### src/rtl/wis_pkg.sv
package wis_pkg;
  localparam int WIS_NUM_WARPS    = 24;
  localparam int WIS_LANES        = 8;
  localparam int WIS_WARP_THREADS = 32;
  localparam int WIS_PC_W         = 16;
endpackage

### src/rtl/wis_ctx_file.sv
// Per-warp PC and thread mask storage with a load port, a PC step port
// and a read port for the warp/beat currently issuing.
module wis_ctx_file #(
  parameter int N       = 24,
  parameter int THREADS = 32,
  parameter int LANES   = 8,
  parameter int PC_W    = 16
) (
  input  logic                          clk,
  input  logic                          rst_n,
  input  logic                          ld_valid_i,
  input  logic [$clog2(N)-1:0]          ld_warp_i,
  input  logic [PC_W-1:0]               ld_pc_i,
  input  logic [THREADS-1:0]            ld_mask_i,
  input  logic                          adv_i,
  input  logic [$clog2(N)-1:0]          adv_warp_i,
  input  logic [$clog2(N)-1:0]          rd_warp_i,
  input  logic [$clog2(THREADS/LANES)-1:0] rd_beat_i,
  output logic [PC_W-1:0]               rd_pc_o,
  output logic [LANES-1:0]              rd_lanes_o,
  output logic [N-1:0]                  mask_nz_o
);
  localparam int WID_W = $clog2(N);

  logic [PC_W-1:0]    pc_arr   [N];
  logic [THREADS-1:0] mask_arr [N];

  for (genvar w = 0; w < N; w++) begin : g_ctx
    logic               ld_hit;
    logic               inc_hit;
    logic               en;
    logic [PC_W-1:0]    pc_d;
    logic [PC_W-1:0]    pc_r;
    logic [THREADS-1:0] mask_d;
    logic [THREADS-1:0] mask_r;

    always_comb begin
      ld_hit  = ld_valid_i && (ld_warp_i == WID_W'(w));
      inc_hit = adv_i && (adv_warp_i == WID_W'(w));
      en      = ld_hit || inc_hit;
      pc_d    = ld_hit ? ld_pc_i : (pc_r + PC_W'(1));
      mask_d  = ld_hit ? ld_mask_i : mask_r;
    end

    always_ff @(posedge clk or negedge rst_n) begin
      if (!rst_n) begin
        pc_r   <= '0;
        mask_r <= '0;
      end else if (en) begin
        pc_r   <= pc_d;
        mask_r <= mask_d;
      end
    end

    assign pc_arr[w]    = pc_r;
    assign mask_arr[w]  = mask_r;
    assign mask_nz_o[w] = |mask_r;
  end

  logic [THREADS-1:0] rd_mask;

  always_comb begin
    rd_pc_o    = pc_arr[rd_warp_i];
    rd_mask    = mask_arr[rd_warp_i];
    rd_lanes_o = rd_mask[rd_beat_i*LANES +: LANES];
  end
endmodule

### src/rtl/wis_rr_pick.sv
// Round-robin selection: first eligible warp after last_i, wrapping.
module wis_rr_pick #(
  parameter int N = 24
) (
  input  logic [N-1:0]         elig_i,
  input  logic [$clog2(N)-1:0] last_i,
  output logic                 any_o,
  output logic [$clog2(N)-1:0] grant_o
);
  localparam int WID_W = $clog2(N);

  logic [WID_W:0] idx;

  always_comb begin
    any_o   = 1'b0;
    grant_o = '0;
    idx     = '0;
    for (int i = 1; i <= N; i++) begin
      idx = {1'b0, last_i} + (WID_W+1)'(i);
      if (idx >= (WID_W+1)'(N)) idx = idx - (WID_W+1)'(N);
      if (!any_o && elig_i[idx[WID_W-1:0]]) begin
        any_o   = 1'b1;
        grant_o = idx[WID_W-1:0];
      end
    end
  end
endmodule

### src/rtl/wis_beat_ctrl.sv
// Issue state: active flag, current warp, beat counter, last issuer.
module wis_beat_ctrl #(
  parameter int N     = 24,
  parameter int BEATS = 4
) (
  input  logic                     clk,
  input  logic                     rst_n,
  input  logic                     pick_any_i,
  input  logic [$clog2(N)-1:0]     pick_warp_i,
  output logic                     active_o,
  output logic [$clog2(N)-1:0]     cur_warp_o,
  output logic [$clog2(BEATS)-1:0] beat_o,
  output logic [$clog2(N)-1:0]     last_warp_o,
  output logic                     adv_o
);
  localparam int WID_W  = $clog2(N);
  localparam int BEAT_W = $clog2(BEATS);
  localparam logic [BEAT_W-1:0] LAST_BEAT = BEAT_W'(BEATS-1);

  logic              active_q, active_d;
  logic [WID_W-1:0]  cur_q, cur_d;
  logic [WID_W-1:0]  last_q, last_d;
  logic [BEAT_W-1:0] beat_q, beat_d;
  logic              boundary;

  always_comb begin
    boundary = !active_q || (beat_q == LAST_BEAT);
    adv_o    = active_q && (beat_q == LAST_BEAT);
    active_d = active_q;
    cur_d    = cur_q;
    last_d   = last_q;
    beat_d   = beat_q;
    if (boundary) begin
      active_d = pick_any_i;
      beat_d   = '0;
      if (pick_any_i) begin
        cur_d  = pick_warp_i;
        last_d = pick_warp_i;
      end
    end else begin
      beat_d = beat_q + BEAT_W'(1);
    end
  end

  always_ff @(posedge clk or negedge rst_n) begin
    if (!rst_n) begin
      active_q <= 1'b0;
      cur_q    <= '0;
      last_q   <= WID_W'(N-1);
      beat_q   <= '0;
    end else begin
      active_q <= active_d;
      cur_q    <= cur_d;
      last_q   <= last_d;
      beat_q   <= beat_d;
    end
  end

  assign active_o    = active_q;
  assign cur_warp_o  = cur_q;
  assign beat_o      = beat_q;
  assign last_warp_o = last_q;
endmodule

### src/rtl/wis_warp_sequencer.sv
module wis_warp_sequencer #(
  parameter int NUM_WARPS    = wis_pkg::WIS_NUM_WARPS,
  parameter int LANES        = wis_pkg::WIS_LANES,
  parameter int WARP_THREADS = wis_pkg::WIS_WARP_THREADS,
  parameter int PC_W         = wis_pkg::WIS_PC_W
) (
  input  logic                                 clk,
  input  logic                                 rst_n,
  input  logic                                 ld_valid_i,
  input  logic [$clog2(NUM_WARPS)-1:0]         ld_warp_i,
  input  logic [PC_W-1:0]                      ld_pc_i,
  input  logic [WARP_THREADS-1:0]              ld_mask_i,
  input  logic [NUM_WARPS-1:0]                 warp_ready_i,
  output logic                                 iss_valid_o,
  output logic [$clog2(NUM_WARPS)-1:0]         iss_warp_o,
  output logic [$clog2(WARP_THREADS/LANES)-1:0] iss_beat_o,
  output logic [LANES-1:0]                     iss_lanes_o,
  output logic [PC_W-1:0]                      iss_pc_o
);
  localparam int BEATS  = WARP_THREADS / LANES;
  localparam int WID_W  = $clog2(NUM_WARPS);
  localparam int BEAT_W = $clog2(BEATS);

  // reset: asserted asynchronously, released on the clock
  logic [1:0] rst_sync_q;
  logic       rst_n_int;

  always_ff @(posedge clk or negedge rst_n) begin
    if (!rst_n) rst_sync_q <= 2'b00;
    else        rst_sync_q <= {rst_sync_q[0], 1'b1};
  end
  assign rst_n_int = rst_sync_q[1];

  logic                 active;
  logic [WID_W-1:0]     cur_warp;
  logic [WID_W-1:0]     last_warp;
  logic [BEAT_W-1:0]    beat;
  logic                 adv;
  logic                 pick_any;
  logic [WID_W-1:0]     pick_warp;
  logic [NUM_WARPS-1:0] mask_nz;
  logic [NUM_WARPS-1:0] elig;
  logic [PC_W-1:0]      rd_pc;
  logic [LANES-1:0]     rd_lanes;

  assign elig = warp_ready_i & mask_nz;

  wis_ctx_file #(
    .N(NUM_WARPS), .THREADS(WARP_THREADS), .LANES(LANES), .PC_W(PC_W)
  ) u_ctx (
    .clk        (clk),
    .rst_n      (rst_n_int),
    .ld_valid_i (ld_valid_i),
    .ld_warp_i  (ld_warp_i),
    .ld_pc_i    (ld_pc_i),
    .ld_mask_i  (ld_mask_i),
    .adv_i      (adv),
    .adv_warp_i (cur_warp),
    .rd_warp_i  (cur_warp),
    .rd_beat_i  (beat),
    .rd_pc_o    (rd_pc),
    .rd_lanes_o (rd_lanes),
    .mask_nz_o  (mask_nz)
  );

  wis_rr_pick #(.N(NUM_WARPS)) u_pick (
    .elig_i  (elig),
    .last_i  (last_warp),
    .any_o   (pick_any),
    .grant_o (pick_warp)
  );

  wis_beat_ctrl #(.N(NUM_WARPS), .BEATS(BEATS)) u_ctrl (
    .clk         (clk),
    .rst_n       (rst_n_int),
    .pick_any_i  (pick_any),
    .pick_warp_i (pick_warp),
    .active_o    (active),
    .cur_warp_o  (cur_warp),
    .beat_o      (beat),
    .last_warp_o (last_warp),
    .adv_o       (adv)
  );

  always_comb begin
    iss_valid_o = active;
    iss_warp_o  = active ? cur_warp : '0;
    iss_beat_o  = active ? beat     : '0;
    iss_lanes_o = active ? rd_lanes : '0;
    iss_pc_o    = active ? rd_pc    : '0;
  end
endmodule

### config.mk
export PLATFORM = sky130hd
export DESIGN_NAME = wis_warp_sequencer
export DESIGN_NICKNAME = d
export VERILOG_FILES = /design/src/rtl/wis_pkg.sv /design/src/rtl/wis_ctx_file.sv /design/src/rtl/wis_rr_pick.sv /design/src/rtl/wis_beat_ctrl.sv /design/src/rtl/wis_warp_sequencer.sv
export SDC_FILE = /design/constraint.sdc
export NUM_CORES = 2
export LEC_CHECK = 0
export BUFFER_PORTS_ARGS = -buffer_cell sky130_fd_sc_hd__buf_2
export CAP_MARGIN = 20
export CORE_MARGIN = 5
export CORE_UTILIZATION = 58
export DETAILED_ROUTE_END_ITERATION = 10
export PLACE_DENSITY = 0.77
export SLEW_MARGIN = 10
export SYNTH_ARGS = -nofsm -noshare
export SYNTH_HDL_FRONTEND = slang
export SYNTH_SLANG_ARGS = --single-unit
export TNS_END_PERCENT = 50
### constraint.sdc
create_clock -name clk -period 31.5 [get_ports clk]
set_input_delay 1.575 -clock clk [delete_from_list [all_inputs] [get_ports clk]]
set_output_delay 1.575 -clock clk [all_outputs]
set_load 0.01 [all_outputs]
Word level (Yosys, flattened, before mapping)
Cells that the tools add are included.

$add $sub $neg: 73. Order comparisons: 49. Equal/unequal tests: 47. Shifts and indexed selects: 1. Mux-type cells: 155. Bitwise gates (word level): 2. Reduce and logical (&&, ||, !) cells: 172.

Operators by type and width (count): $reduce_or A32 Y1 (24); $mux W16 (27); $add A16 B1 Y16 const B (24); $mux W5 (49); $bmux W32 S5 (1); $ge A6 B5 Y1 const B (24); $lt A5 B6 Y1 const B (24); $bmux W1 S5 (24); $sub A5 B5 Y5 const B (24); $bmux W16 S5 (1); $eq A5 B4 Y1 const B (16); $eq A5 B5 Y1 const B (16); $logic_and A1 B1 Y1 (72); $mux W32 (2); $add A5 B5 Y6 const B (9); $reduce_and A2 Y1 (25); $add A5 B4 Y6 const B (8); $mux W1 (48); $eq A5 B3 Y1 const B (8); $shiftx A32 B6 Y8 (1); $logic_or A1 B1 Y1 (25); $add A5 B3 Y6 const B (4); $and A24 B24 Y24 (1); $logic_not A1 Y1 (24); other kinds (11) (18).

Bits in registers: 1167. Input port bits: 80. Output and inout bits: 32. Logic and storage cells: 552.

Logic depth before layout (Yosys ltp)
Depth in word-level cells: 76. Depth in mapped cells: 23. Depth with buffers taken out: 19.

Hierarchy
A second synthesis with hierarchy kept.

Cells, all modules: 5962. Area total of the unflattened synthesis: 66685.2 um^2.

By module, submodules not included: wis_ctx_file (times used 1, cells an instance 5096, area each 60339.1 um^2, sequential area each 28827.6 um^2); wis_rr_pick (times used 1, cells an instance 775, area each 5373.9 um^2, sequential area each 0.0 um^2); wis_beat_ctrl (times used 1, cells an instance 30, area each 520.5 um^2, sequential area each 305.3 um^2); wis_warp_sequencer (times used 1, cells an instance 61, area each 451.7 um^2, sequential area each 50.0 um^2).

Least setup slack after synthesis
OpenSTA, ideal clock, no wires.

Kind: register to output. Start point: register, netlist name u_ctrl.last_warp_o[3]. End point: output port iss_pc_o[10]. Arrival: 3.667 ns. Data required time: 29.925 ns. Path slack: 26.258 ns. Cell stages (with the launch flop): 12. Buffers on the path: 7. Cell sequence: dfrtp_1 > buf_2 > buf_2 > buf_1 > clkbuf_1 > buf_1 > buf_1 > clkbuf_1 > mux4_2 > inv_1 > o22ai_1 > and2_1.

RTL lines: end: declaration (line wis_warp_sequencer.sv:18) `output logic [PC_W-1:0] iss_pc_o`.

Final worst setup path
Start point: register u_ctrl.cur_q[1], in the netlist u_ctrl.cur_warp_o[1]. End point: output port iss_lanes_o[7].

Cells in the longest elaborated chain, start to end: 6.

Ends and longest elaborated chain: start: declaration (line wis_beat_ctrl.sv:21) `logic [WID_W-1:0] cur_q, cur_d;`; start signal: assignment (line wis_beat_ctrl.sv:53) `cur_q <= cur_d;`; $not A5 Y6 (not written as such) (line wis_ctx_file.sv:64) `rd_mask = mask_arr[rd_warp_i];`; $bmux W32 S5 (line wis_ctx_file.sv:64); $mux W32 (not written as such) (2 in a row) (line wis_ctx_file.sv:64); $shiftx A32 B6 Y8 (line wis_ctx_file.sv:65) `rd_lanes_o = rd_mask[rd_beat_i*LANES +: LANES];`; $mux W8 (line wis_warp_sequencer.sv:89) `iss_lanes_o = active ? rd_lanes : '0;`; end: declaration (line wis_warp_sequencer.sv:17) `output logic [LANES-1:0] iss_lanes_o,`.

Every way passes these cells. The select of a mux whose other input is x is not followed.

==> metrics.yaml <==
worstPathMaxFanout: 49
hold_buffers: 0
cp_top_family: "buffers and inverters"
status: "complete, no violations"
seq_area_um2: 29200
p_leak_nw: 29.0
p_comb_frac: 0.465
clockBufferDepth: 3
numPlacedInstances: 7078
cp-end-kind: "output pin"
cp_cell_sequence: "buf_4, buf_4, buf_16, mux4_2, mux4_2, inv_1, o22ai_1, o21ai_0, o21ai_0, and2_1, buf_2"
critPathBufInv: 5
cts_inserted_buffers: 120
antenna_found_initial: 1
holdWs_ns: 0.350
nets: 5836
fin_crit_sh: 0.227
area_delta_synth_final_pct: 9.33
finalSetupViolCount: 0
num_vias: 50418
cts_tree: "done"
drive_gt1_frac: 0.279
fin_area_um2: 71900
cts_setup_buffers: 0
final-instance-count-excl-fill: 7312
powerDensity_nw_per_um2: 103
hp-class: "reg2reg"
coreArea_um2: 112000
p_switching_mw: 3.15
htree_levels: 3
grt_pass1_vias: 49365
slowest_delay_ns: 1.01
initial_core_util: 0.584
ys_seq_area_frac: 0.444
clk_pin_slew_ns: 0.06
max_slew_margin: 0.212
layout_common_cells: "dfrtp_1, mux2_2, nand2_1"
cap_violations: 0
grt_overflow: 0
synthesis.area_um2: 65800
port_buffers: 111
grt_pass1_wl_um: 317000
drc_errors: 0
wire_per_inst_um: 28.8
avgSynthCellArea_um2: 11.4
synth_ff_type: "dfrtp_1"
dieArea_um2: 120000
dpl_cell_area_um2: 67400
cp.required_ns: 29.93
routabilityCongestion: 0.995
drv_slew: 0
worstSkewPairLatency_ns: 0.76
syn_nets: 5922
synthArstFlopShare: 1.00
ys_ff_latch: 1166
ir_drop_uv: 68.1
syn_inst: 5792
worstPathArrival_ns: 5.57
rsz0062_at_grt: "false"
max_freq_mhz: 140
dieWidth_um: 347
ys_warn_count: 0
worstSetupPathType: "reg2out"
cts_sinks: 1166
worst_slew_pin_slew_ns: 1.17
slowest_stage: "dfrtp_4"
routed_wirelength_um: 210000
hold_violations: 0
ios: 112
grt_max_degree: 84
start_kind: "flop"
hpwl_um: 143000
clock-root-buffer: "clkbuf_16"
setup_tns_ns: 0
final_common_cell: "dfrtp_1"
drt-pass1-iter-count: 6
ys_types: 99
power_mw: 7.43
intPower_mw: 4.28
placementRows: 123
ant_nets: 0
fin_skew_ns: 0.0718
grt_use_total: 0.342
multi_input_area_um2: 34800
die_h_um: 347
viasPerCell: 6.90
seq_power_share: 0.323
cts_resized: 0
clockPowerShare: 0.212
drt_iter0_drc: 6393
synth_edf_count: 0
fin_crit_ns: 7.15
fillers: 8254
p_sw_frac: 0.424
[synthesized netlist by cell type, types with 14 or more instances]
master	number	area (um2)
a22oi_1	36	270
mux4_2	347	7820
ha_1	50	626
buf_2	20	100
o21ai_0	210	1050
xnor2_1	123	1080
o21ai_1	21	105
or3_1	22	138
and4_1	14	123
clkbuf_1	358	1340
nand3_1	133	666
o22ai_1	43	269
nor2b_1	24	150
and2_1	41	257
mux2i_1	87	871
nor2_1	437	1640
dfrtp_1	1162	29100
and3_1	110	688
nand2_1	455	1710
inv_1	65	244
nor3_1	57	285
xor2_1	269	2360
o211ai_1	48	360
nand4_1	133	832
nor4_1	209	1310
mux2_2	772	8690
buf_1	29	109
a21oi_1	287	1440
[sequential cells by signal, summed over array words and instances, names as in the netlist]
register            flops
u_ctrl.last_warp_o      5
u_ctx.g_ctx.pc_r      384
u_ctrl.active_o         1
u_ctrl.beat_o           2
u_ctrl.cur_warp_o       4
rst_sync_q              2
u_ctx.g_ctx.mask_r    768
[cell families (layout without fill, tap and decap cells)]
group,count (synthesis),after routing,share of synthesized area
AND/OR/NAND/NOR,1694,1694,0.127
multiplexers,1207,1207,0.264
flip-flops,1166,1166,0.444
AO/OA/AOI/OAI,793,793,0.0732
buffers and inverters,483,502,0.0284
XOR/XNOR,398,398,0.0537
adder cells (fa/ha/maj),50,50,0.00951
other,1,2,0.0000570
[metrics by stage]
stage	worst slack, ns	utilization
finish	24.35	0.639
global placement	24.58	0.599
floorplan	12.60	-
detailed placement	24.64	0.599
global route	24.05	0.639
CTS	24.13	0.638
[power by group through the flow]
stage | Combinational [mW] | Clock [mW] | Sequential, mW
floorplan | 2.41 | 0 | 2.20
global placement | 3.33 | 0 | 2.36
detailed placement | 3.35 | 0 | 2.38
CTS | 3.38 | 1.58 | 2.37
global route | 3.65 | 1.64 | 2.43
finish | 3.46 | 1.57 | 2.40
[worst paths after layout]
| path | start | endpoint | slack [ns] | cells after the start |
|---|---|---|---|---|
| setup / recovery | u_ctrl.cur_warp_o[1]$_DFFE_PN0P_ | iss_lanes_o[7] | 24.35 | 11 |
| hold / removal | rst_sync_q[0]$_DFF_PN0_ | rst_sync_q[1]$_DFF_PN0_ | 0.35 | 0 |
| setup reg to reg | u_ctrl.last_warp_o[1]$_DFFE_PN1P_ | u_ctrl.cur_warp_o[2]$_DFFE_PN0P_ | 24.42 | 17 |
| hold reg to reg | rst_sync_q[0]$_DFF_PN0_ | rst_sync_q[1]$_DFF_PN0_ | 0.35 | 0 |
| max in group asynchronous | rst_sync_q[1]$_DFF_PN0_ | u_ctx.g_ctx[3].pc_r[7]$_DFFE_PN0P_ | 27.53 | 5 |
| min in group asynchronous | rst_sync_q[1]$_DFF_PN0_ | u_ctx.g_ctx[15].mask_r[28]$_DFFE_PN0P_ | 0.43 | 0 |
[metal layers]
metal,GRT usage,vias to the layer above,routed length (um),part of all wire
met5,0,-,11,0.000052
met4,0.158,2,11700,0.056
met3,0.0776,519,21800,0.10
met2,0.516,2931,94000,0.45
met1,0.479,25695,82700,0.39
li1,-,21271,-,-
[area by class of cell]
cell class / instances / area share
clock buffer: 155 / 0.0462
sequential: 1166 / 0.406
timing repair buffer: 204 / 0.0187
inverter: 71 / 0.00371
antenna: 1 / 0.0000348
multi-input combinational: 4143 / 0.484
clock inverter: 72 / 0.0150
tap: 1500 / 0.0261
Power figures use the tool's default switching activity.
